==> config.mk <==
export PLATFORM = sky130hd
export DESIGN_NAME = i2c_mem_slave
export DESIGN_NICKNAME = d
export VERILOG_FILES = /design/src/rtl/i2c_mem_pkg.sv /design/src/rtl/i2c_line_sync.sv /design/src/rtl/i2c_busy_timer.sv /design/src/rtl/i2c_mem_store.sv /design/src/rtl/i2c_mem_slave.sv
export SDC_FILE = /design/constraint.sdc
export NUM_CORES = 1
export LEC_CHECK = 0
export BUFFER_PORTS_ARGS = -buffer_cell sky130_fd_sc_hd__buf_4
export CAP_MARGIN = 30
export CORE_AREA = 3 3 111 219
export CTS_BUF_LIST = sky130_fd_sc_hd__clkbuf_16
export CTS_CLUSTER_SIZE = 10
export DETAILED_ROUTE_END_ITERATION = 8
export DIE_AREA = 0 0 114 222
export GPL_ROUTABILITY_DRIVEN = 0
export GPL_TIMING_DRIVEN = 0
export SYNTH_ARGS = -nofsm -noshare
export SYNTH_HDL_FRONTEND = slang
export SYNTH_HIERARCHICAL = 1
export SYNTH_SLANG_ARGS = --single-unit
export TNS_END_PERCENT = 100
==> constraint.sdc <==
create_clock -name clk -period 2.59 [get_ports clk]
set_input_delay 0.1295 -clock clk [delete_from_list [all_inputs] [get_ports clk]]
set_output_delay 0.1295 -clock clk [all_outputs]
set_load 0.05 [all_outputs]
==> src/rtl/i2c_mem_pkg.sv <==
package i2c_mem_pkg;
  typedef enum logic [3:0] {
    S_IDLE,  // waiting for START
    S_DEV,   // shifting device address
    S_ACKD,  // acknowledging device address
    S_WADR,  // shifting word address
    S_ACKA,  // acknowledging word address
    S_WDAT,  // shifting write data
    S_ACKW,  // acknowledging write data
    S_RDAT,  // shifting out read data
    S_RACK,  // master acknowledge slot
    S_HOLD   // released, waiting for STOP or START
  } bus_st_t;
endpackage

==> src/rtl/i2c_line_sync.sv <==
module i2c_line_sync #(
  parameter int STAGES = 2
) (
  input  logic clk,
  input  logic rst,
  input  logic scl_i,
  input  logic sda_i,
  output logic scl_s,
  output logic sda_s,
  output logic scl_rise,
  output logic scl_fall,
  output logic start_p,
  output logic stop_p
);
  logic [STAGES:0] scl_q, sda_q;

  always_ff @(posedge clk) begin
    if (rst) begin
      scl_q <= '1;
      sda_q <= '1;
    end else begin
      scl_q <= {scl_q[STAGES-1:0], scl_i};
      sda_q <= {sda_q[STAGES-1:0], sda_i};
    end
  end

  assign scl_s    = scl_q[STAGES-1];
  assign sda_s    = sda_q[STAGES-1];
  assign scl_rise = scl_q[STAGES-1] & ~scl_q[STAGES];
  assign scl_fall = ~scl_q[STAGES-1] & scl_q[STAGES];
  assign start_p  = scl_q[STAGES-1] & scl_q[STAGES] & sda_q[STAGES] & ~sda_q[STAGES-1];
  assign stop_p   = scl_q[STAGES-1] & scl_q[STAGES] & ~sda_q[STAGES] & sda_q[STAGES-1];
endmodule

==> src/rtl/i2c_busy_timer.sv <==
module i2c_busy_timer #(
  parameter int WCYC = 64
) (
  input  logic clk,
  input  logic rst,
  input  logic go,
  output logic busy
);
  localparam int CW = $clog2(WCYC + 1);
  logic [CW-1:0] cnt;

  always_ff @(posedge clk) begin
    if (rst) begin
      cnt  <= '0;
      busy <= 1'b0;
    end else if (go) begin
      cnt  <= CW'(WCYC - 1);
      busy <= 1'b1;
    end else if (cnt != '0) begin
      cnt <= cnt - 1'b1;
    end else begin
      busy <= 1'b0;
    end
  end
endmodule

==> src/rtl/i2c_mem_store.sv <==
module i2c_mem_store #(
  parameter int DEPTH = 16,
  parameter int AW    = $clog2(DEPTH)
) (
  input  logic          clk,
  input  logic          we,
  input  logic [AW-1:0] waddr,
  input  logic [7:0]    wdata,
  input  logic [AW-1:0] raddr,
  output logic [7:0]    rdata
);
  logic [7:0] mem [DEPTH];

  always_ff @(posedge clk) begin
    if (we) mem[waddr] <= wdata;
  end

  assign rdata = mem[raddr];
endmodule

==> src/rtl/i2c_mem_slave.sv <==
module i2c_mem_slave
  import i2c_mem_pkg::*;
#(
  parameter logic [6:0] DEV_ADDR = 7'h50,
  parameter int DEPTH  = 16,
  parameter int WCYC   = 64,
  parameter int STAGES = 2
) (
  input  logic clk,
  input  logic rst,
  input  logic scl_i,
  input  logic sda_i,
  output logic sda_oe,
  output logic busy
);
  localparam int AW = $clog2(DEPTH);

  logic scl_s, sda_s, scl_rise, scl_fall, start_p, stop_p;
  bus_st_t st;
  logic [3:0] bcnt;
  logic [7:0] sh, mem_rd, rd_byte, mem_wd;
  logic [AW-1:0] aptr, mem_wa;
  logic aval, rw, mack, wrote, wr_go, mem_we;

  i2c_line_sync #(.STAGES(STAGES)) u_sync (
    .clk(clk), .rst(rst), .scl_i(scl_i), .sda_i(sda_i),
    .scl_s(scl_s), .sda_s(sda_s), .scl_rise(scl_rise), .scl_fall(scl_fall),
    .start_p(start_p), .stop_p(stop_p)
  );

  i2c_busy_timer #(.WCYC(WCYC)) u_timer (
    .clk(clk), .rst(rst), .go(wr_go), .busy(busy)
  );

  i2c_mem_store #(.DEPTH(DEPTH), .AW(AW)) u_mem (
    .clk(clk), .we(mem_we), .waddr(mem_wa), .wdata(mem_wd),
    .raddr(aptr), .rdata(mem_rd)
  );

  // pointer not yet set: return all ones
  assign rd_byte = aval ? mem_rd : 8'hFF;

  always_ff @(posedge clk) begin
    if (rst) begin
      st     <= S_IDLE;
      bcnt   <= '0;
      sh     <= '0;
      aptr   <= '0;
      aval   <= 1'b0;
      rw     <= 1'b0;
      mack   <= 1'b0;
      wrote  <= 1'b0;
      wr_go  <= 1'b0;
      sda_oe <= 1'b0;
      mem_we <= 1'b0;
      mem_wa <= '0;
      mem_wd <= '0;
    end else begin
      mem_we <= 1'b0;
      wr_go  <= 1'b0;
      if (start_p) begin
        st     <= S_DEV;
        bcnt   <= '0;
        sda_oe <= 1'b0;
        wrote  <= 1'b0;
      end else if (stop_p) begin
        st     <= S_IDLE;
        sda_oe <= 1'b0;
        wr_go  <= wrote;
        wrote  <= 1'b0;
      end else begin
        if ((st == S_DEV || st == S_WADR || st == S_WDAT) && scl_rise) begin
          sh   <= {sh[6:0], sda_s};
          bcnt <= bcnt + 1'b1;
        end
        unique case (st)
          S_DEV: if (scl_fall && bcnt == 4'd8) begin
            bcnt <= '0;
            if (sh[7:1] == DEV_ADDR && !busy) begin
              sda_oe <= 1'b1;
              rw     <= sh[0];
              st     <= S_ACKD;
            end else begin
              st <= S_HOLD;
            end
          end
          S_WADR: if (scl_fall && bcnt == 4'd8) begin
            bcnt   <= '0;
            aptr   <= sh[AW-1:0];
            aval   <= 1'b1;
            sda_oe <= 1'b1;
            st     <= S_ACKA;
          end
          S_WDAT: if (scl_fall && bcnt == 4'd8) begin
            bcnt   <= '0;
            mem_we <= 1'b1;
            mem_wa <= aptr;
            mem_wd <= sh;
            aptr   <= aptr + 1'b1;
            wrote  <= 1'b1;
            sda_oe <= 1'b1;
            st     <= S_ACKW;
          end
          S_ACKD: if (scl_fall) begin
            bcnt <= '0;
            if (rw) begin
              sh     <= rd_byte;
              sda_oe <= ~rd_byte[7];
              st     <= S_RDAT;
            end else begin
              sda_oe <= 1'b0;
              st     <= S_WADR;
            end
          end
          S_ACKA, S_ACKW: if (scl_fall) begin
            sda_oe <= 1'b0;
            bcnt   <= '0;
            st     <= S_WDAT;
          end
          S_RDAT: begin
            if (scl_rise) begin
              bcnt <= bcnt + 1'b1;
            end else if (scl_fall) begin
              if (bcnt == 4'd8) begin
                sda_oe <= 1'b0;
                aptr   <= aptr + 1'b1;
                st     <= S_RACK;
              end else begin
                sh     <= {sh[6:0], 1'b0};
                sda_oe <= ~sh[6];
              end
            end
          end
          S_RACK: begin
            if (scl_rise) begin
              mack <= ~sda_s;
            end else if (scl_fall) begin
              bcnt <= '0;
              if (mack) begin
                sh     <= rd_byte;
                sda_oe <= ~rd_byte[7];
                st     <= S_RDAT;
              end else begin
                st <= S_HOLD;
              end
            end
          end
          default: ;
        endcase
      end
    end
  end
endmodule

==> results of run 1 <==
[routing by layer]
layer | track usage (%) | wire length [um]
met2 | 28.8 | 10900
met3 | 3.14 | 513
met4 | 9.05 | 974
met1 | 14.4 | 6680
met5 | 0 | 0
[how the worst max path moves through the flow]
stage            start  endpoint  cells past startpoint
3_5_place_dp   aptr[0]    sda_oe                     10
6_report       aptr[0]    sda_oe                     10
3_3_place_gp   aptr[0]    sda_oe                     10
2_1_floorplan  aptr[0]    sda_oe                     10
5_1_grt        aptr[0]    sda_oe                     10
4_1_cts        aptr[0]    sda_oe                     10
[cell usage in the layout (no fill, tap or decap), drive strengths merged, types with 5 or more instances in the layout]
| master | n |
|---|---|
| nor3 | 8 |
| dfxtp | 53 |
| nand3 | 10 |
| or2 | 7 |
| nor4 | 6 |
| ha | 5 |
| mux4 | 32 |
| nand2 | 30 |
| buf | 22 |
| mux2i | 15 |
| nand2b | 17 |
| dlygate4sd3 | 5 |
| nor2 | 40 |
| a22oi | 23 |
| nor2b | 10 |
| o21ai | 16 |
| a21oi | 22 |
| o31ai | 5 |
| clkbuf | 30 |
| clkinv | 9 |
| edfxtp | 128 |
| o2bb2ai | 9 |
| inv | 17 |
[state kept, by name, summed over array words and instances (netlist names)]
name,flops
u_mem/mem,128
mem_wd,8
sh,8
u_timer/cnt,7
aptr,4
bcnt,4
mem_wa,4
st,4
u_sync/scl_q,3
u_sync/sda_q,3
aval,1
mack,1
mem_we,1
rw,1
sda_oe,1
u_timer/busy,1
wr_go,1
wrote,1
[worst max-delay path: cells and delay by family (launching register included)]
kind | cells | cell delay [ns]
AOI/OAI and AO/OA | 3 | 0.52
buffers and inverters | 2 | 0.28
DFF | 1 | 0.36
muxes | 2 | 0.69
and+or+nand+nor | 3 | 0.58
[per-stage QoR]
| step | std cells | instance area (um^2) |
|---|---|---|
| floorplan | 555 | 7870 |
| global placement | 840 | 8260 |
| detailed placement | 843 | 8280 |
| CTS | 880 | 8910 |
| global route | 881 | 8930 |
| finish | 881 | 8930 |
[logic make-up after synthesis]
logic type | after synthesis | synth area share, %
buffers and inverters | 40 | 2.78
AND/OR/NAND/NOR | 165 | 11.8
flip-flops | 181 | 62.3
multiplexers | 48 | 11.9
AO/OA/AOI/OAI | 115 | 10.3
adder cells (fa/ha/maj) | 6 | 0.922
[what timing repair did]
item                                   CTS  global route
cloned                                   0             0
endpoints found under the hold margin    6             0
resized for setup                       13             3
buffers inserted                         0             1
pin swaps                                3             2
setup endpoints to repair               11             8
hold buffers                             5             0
[final cells by class]
type	instances	area (um^2)
Timing Repair Buffer	14	113
Inverter	11	41.3
Tap cell	280	350
Multi-Input combinational cell	334	2780
Clock buffer	17	425
Sequential cell	181	4910
Buffer	29	203
Fill cell	2121	13900
Clock inverter	15	106
[power groups by stage]
stage	combinational (uW)	clock, uW	sequential (uW)
after floorplan	656	0	3270
after detailed placement	891	0	3280
final	932	2360	3220
after global routing	1010	2540	3230
after global placement	841	0	3270
after CTS	903	2400	3220
==> key figures, run 1 <==
Setup path
  • Reg-to-Reg Start: aptr[0]
  • Reg2reg setup slack: ~0.094 ns
  • CP max stage cell: mux4_2
  • Crit start category: register
  • Reg2reg end: sda_oe
  • CP arrival: about 2.9 ns
  • CP max stage delay: around 0.52 ns
  • Reg2reg path depth: 10
  • Critical path required time: slightly below 3 ns
  • CP cell instances: buf_8, buf_12, mux4_2, a22oi_2, nand2_1, nand2b_1, or3_1, o22ai_2, o21ai_2, mux2i_1
  • Crit. End Element: register
  • Crit path max fanout: 10
  • WS Path Type: reg -> reg

Finish
  • Nets: about 600
  • Final Core Density: between 30 and 40%
  • P&R area growth vs syn: 13.4%
  • Layout cell share with drive strength beyond 1: roughly 15%
  • Ant. Diodes: 0

Clock network
  • Clk_lat worst skew: 0.43 ns
  • CTS tree: done
  • Sink Count: approximately 180
  • Clock Root Buffer: clkbuf_16
  • CTS Buf Count: 17
  • Max H-tree Level: 4
  • Clock Path Buffers: 2
  • Reg clk slew, reported paths: roughly 0.070 ns

Power and ir drop
  • Clock Power Share: 36.2%
  • Logic gate share of total power: 14.3%
  • Internal Power: around 4700 uW
  • Peak supply drop: 0.000533 V
  • Switching pwr: 1780 uW
  • Pwr dens: between 700 and 800 nW/um^2
  • Leakage power: 0.00294 uW
  • Sw Share: roughly 27%
  • Reg power frac: 49.5%
  • Total power: approximately 6500 uW

Logic synthesis
  • Syn nets: approximately 560
  • FFs w/ async S/R, synth: 0%
  • Seq/Total Area, Yosys: 62.3%
  • Area contributors post-synth: edfxtp_1 (49%), dfxtp_1 (13%), mux4_2 (5.2%)
  • Unique masters post-synth: 74
  • Syn avg cell area: 14.2 um^2
  • Mapped cell area: 7870 um^2
  • Synth Flop Type: edfxtp_1
  • Synth area leader: edfxtp_1
  • Synth top cells by count: edfxtp_1 (128), dfxtp_1 (53), nor2_1 (40), nand2_1 (30), a22oi_1 (23)
  • Synth Instances: between 500 and 600
  • Most numerous cell in the Yosys netlist: edfxtp_1
  • Number of synthesized flops with an enable pin: between 100 and 150
  • Synthesis Warnings: 6
  • Synthesized flop and latch total: about 180
  • Post-synth top area share: 48.8%

Hold path
  • Worst hold path stage count: 1
  • Worst Hold End: u_sync/scl_q[1]
  • Hold WC Path Type: reg -> reg
  • Hold Crit Start: u_sync/scl_q[0]

Timing
  • Fin crit period: 2.50 ns
  • Final setup vio count: 0
  • Slew margin rel.: 32.4%
  • Final setup margin: between 0.09 and 0.1 ns
  • Setup TNS: 0 ns
  • Fmax: around 400 MHz
  • Fin. Hold Viols: 0
  • Skew final: roughly 0.0067 ns
  • Hold slack: ~0.41 ns
  • Worst slew pin tran: between 1 and 1.5 ns
  • Period utilization: a little over nine tenths
  • Pins Over Slew Limit: 0
  • RSZ-0062 raised after global routing: true

Global route
  • GRT Util Overall: 15.2%
  • Largest net degree at the start of global routing: 18
  • Gr ovfl total: 0
  • Vias in the first global route: ~5200
  • Initial antenna violation count: 0
  • First-pass GRT wire length: between 20000 and 30000 um

Detailed routing
  • Initial drt markers: ~360
  • Via count: 4964
  • Post-route DRC: 0
  • Vias per inst: about 5.6
  • Routed length per instance: approximately 22 um
  • Initial DRT Pass Iterations: 5
  • WL final: between 15000 and 20000 um
  • Routed Antenna Nets: 0

Placed design
  • Pre-CTS WS: -0.390 ns
  • I/O Buffers: 5
  • Hpwl dp: around 13000 um

Floorplan
  • Site row count: approximately 80
  • # IOs: 6
  • Placeable Area: between 20000 and 25000 um^2
  • Starting Density: roughly 34%
  • Chip height: 222 um
  • Full die area: 25300 um^2
  • Die width: 114 um

Run
  • Max-cap violations: 0

Run status
  • Status: complete, no violations
(Power assumes the default switching activity.)
==> run 2: changes to the inputs <==
- BUFFER_PORTS_ARGS: -buffer_cell sky130_fd_sc_hd__buf_4 -> default
- DONT_BUFFER_PORTS: default -> 1
==> key figures, run 2 (same netlist as run 1, synthesis figures left out) <==
Setup path
  • CP arrival: 2.85 ns (about the same)
  • Crit. End Element: register
  • Critical path required time: 2.96 ns (about the same)
  • Crit path max fanout: 10 (unchanged)
  • Crit start category: register
  • WS Path Type: reg -> reg

Timing
  • Slew margin rel.: 34.0% (+1.6 points)
  • Fin crit period: 2.48 ns (-0.0124 ns)
  • Pins Over Slew Limit: 0 (unchanged)
  • Fin. Hold Viols: 0 (unchanged)
  • Final setup vio count: 0 (unchanged)
  • Final setup margin: 0.107 ns (+0.0124 ns)
  • Setup TNS: 0 ns (unchanged)
  • Skew final: 0.0101 ns (+0.00337 ns)
  • Worst slew pin tran: 0.983 ns (-0.0239 ns)
  • Hold slack: 0.112 ns (-0.302 ns)
  • Fmax: 403 MHz (+0.50%)
  • Period utilization: 95.9% (-0.48 points)
  • RSZ-0062 raised after global routing: false

Global route
  • Largest net degree at the start of global routing: 18 (unchanged)
  • Met3 GRT Util: 3.20% (+0.055 points)
  • GR Util met1: 15.0% (+0.58 points)
  • First-pass GRT wire length: 29300 um (+1.3%)
  • Initial antenna violation count: 0 (unchanged)
  • GRT busiest layer: met2
  • GR Util met2: 29.3% (+0.47 points)
  • GRT Util Overall: 15.4% (+0.25 points)
  • Gr ovfl total: 0 (unchanged)
  • Vias in the first global route: 5109 (-1.6%)

Floorplan
  • Die width: 114 um (unchanged)
  • Full die area: 25300 um^2 (unchanged)
  • Site row count: 78 (unchanged)
  • Placeable Area: 22800 um^2 (unchanged)
  • Chip height: 222 um (unchanged)
  • # IOs: 6 (unchanged)
  • Starting Density: 34.5% (unchanged)

Clock network
  • CTS tree: done
  • CTS Buf Count: 17 (unchanged)
  • Clock Root Buffer: clkbuf_16
  • Sink Count: 181 (unchanged)
  • Clock Path Buffers: 2 (unchanged)
  • Clk_lat worst skew: 0.43 ns (about the same)
  • Reg clk slew, reported paths: 0.07 ns (about the same)
  • Max H-tree Level: 4 (unchanged)

Power and ir drop
  • Sw Share: 25.9% (-1.5 points)
  • Peak supply drop: 0.000517 V (-2.9%)
  • Clock Power Share: 37.1% (+0.9 points)
  • Leakage power: 0.00292 uW (-0.80%)
  • Pwr dens: 738 nW/um^2 (+1.2%)
  • Reg power frac: 49.3% (-0.2 points)
  • Total power: 6570 uW (+0.87%)
  • Internal Power: 4870 uW (+3.0%)
  • Switching pwr: 1700 uW (-4.7%)
  • Logic gate share of total power: 13.6% (-0.7 points)

Finish
  • Most frequent cells in the layout: edfxtp_1 (128), dfxtp_1 (51), nor2_1 (40)
  • Top flop regs: u_mem/mem x128, mem_wd x8, sh x8
  • Nets: 594 (-0.50%)
  • Top reg by flops: u_mem/mem
  • Ant. Diodes: 0 (unchanged)
  • Layout cell share with drive strength beyond 1: 14.1% (-0.86 points)
  • P&R area growth vs syn: 13.1%
  • Most common cell after layout, fill and taps aside: edfxtp_1
  • Fillers: 2185 (+3.0%)
  • Largest register FFs: 128 (unchanged)

Detailed routing
  • Initial DRT Pass Iterations: 4 (-1)
  • Post-route DRC: 0 (unchanged)
  • Initial drt markers: 387 (+7.2%)
  • WL final: 18800 um (-1.0%)
  • Routed length per instance: 21.5 um (-0.36%)
  • Routed Antenna Nets: 0 (unchanged)
  • Vias per inst: 5.52 (-2.0%)
  • Via count: 4834 (-2.6%)

Run
  • Max-cap violations: 0 (unchanged)

Run status
  • Status: complete, no violations

Hold path
  • Hold WC Path Type: in -> reg

Placed design
  • I/O Buffers: 0 (-5)
  • Pre-CTS WS: -0.386 ns (+0.00406 ns)
  • Hpwl dp: 13300 um (-1.5%)
[run 2: changes by cell type in the layout (fill, tap and decap cells not counted), moves of 2 or more]
cell and change:
inv_8 -2, clkinvlp_4 +2, clkinv_4 -2, dlygate4sd3_1 -2, clkinv_2 -3, bufinv_16 +2, inv_6 -2
[run 2: final cells by class]
type / instances / area (um^2) / area share, %
clock inverters: 12 / 116 / 1.31
plain buffers: 28 / 188 / 2.11
flip-flops and latches: 181 / 4910 / 55.2
inverters: 11 / 41.3 / 0.464
multi-input cells: 334 / 2780 / 31.2
clock buffers: 17 / 425 / 4.78
repair buffers: 12 / 95.1 / 1.07
well taps: 280 / 350 / 3.94
[run 2: final timing paths]
| check | start | endpoint | slack, ns | cells past startpoint |
|---|---|---|---|---|
| max | aptr[1] | sda_oe | 0.11 | 9 |
| min | rst | bcnt[0] | 0.11 | 4 |
| max reg2reg | aptr[1] | sda_oe | 0.11 | 9 |
| min reg2reg | u_sync/scl_q[0] | u_sync/scl_q[1] | 0.42 | 1 |
[run 2: timing repair]
| item | 4_1_cts | 5_1_grt |
|---|---|---|
| pin swaps | 1 | 2 |
| setup endpoints to repair | 2 | 11 |
| buffers inserted | 0 | 6 |
| endpoints found under the hold margin | 17 | 0 |
| gates resized for setup | 9 | 5 |
| hold buffers | 3 | 0 |
[run 2: per-stage QoR]
stage | std cells | area (um^2) | util, %
after floorplan | 555 | 7870 | -
after global placement | 835 | 8220 | 36.0
after detailed placement | 838 | 8250 | 36.1
after CTS | 870 | 8850 | 38.7
after global routing | 875 | 8900 | 39.0
final | 875 | 8900 | 39.0
[run 2: critical path, cell delays in order (launching register included)]
cell      delay [ns]
dfxtp_2         0.45
buf_2           0.35
mux4_2          0.38
a22oi_2         0.26
nand2_1         0.08
nand2b_1        0.16
or3_1           0.33
o22ai_2         0.12
o21ai_2         0.10
mux2i_1         0.17
[run 2: power groups by stage]
stage	registers [uW]	logic (uW)	clock network, uW
4_1_cts	3240	870	2500
2_1_floorplan	3270	656	0
3_5_place_dp	3300	860	0
3_3_place_gp	3290	818	0
6_report	3240	892	2430
5_1_grt	3250	985	2630
[run 2: metal layers]
layer,part of all wire (%),up-vias
met2,57,103
met4,5.3,0
met1,35,2451
met5,0,-
li1,-,2233
met3,2.3,47
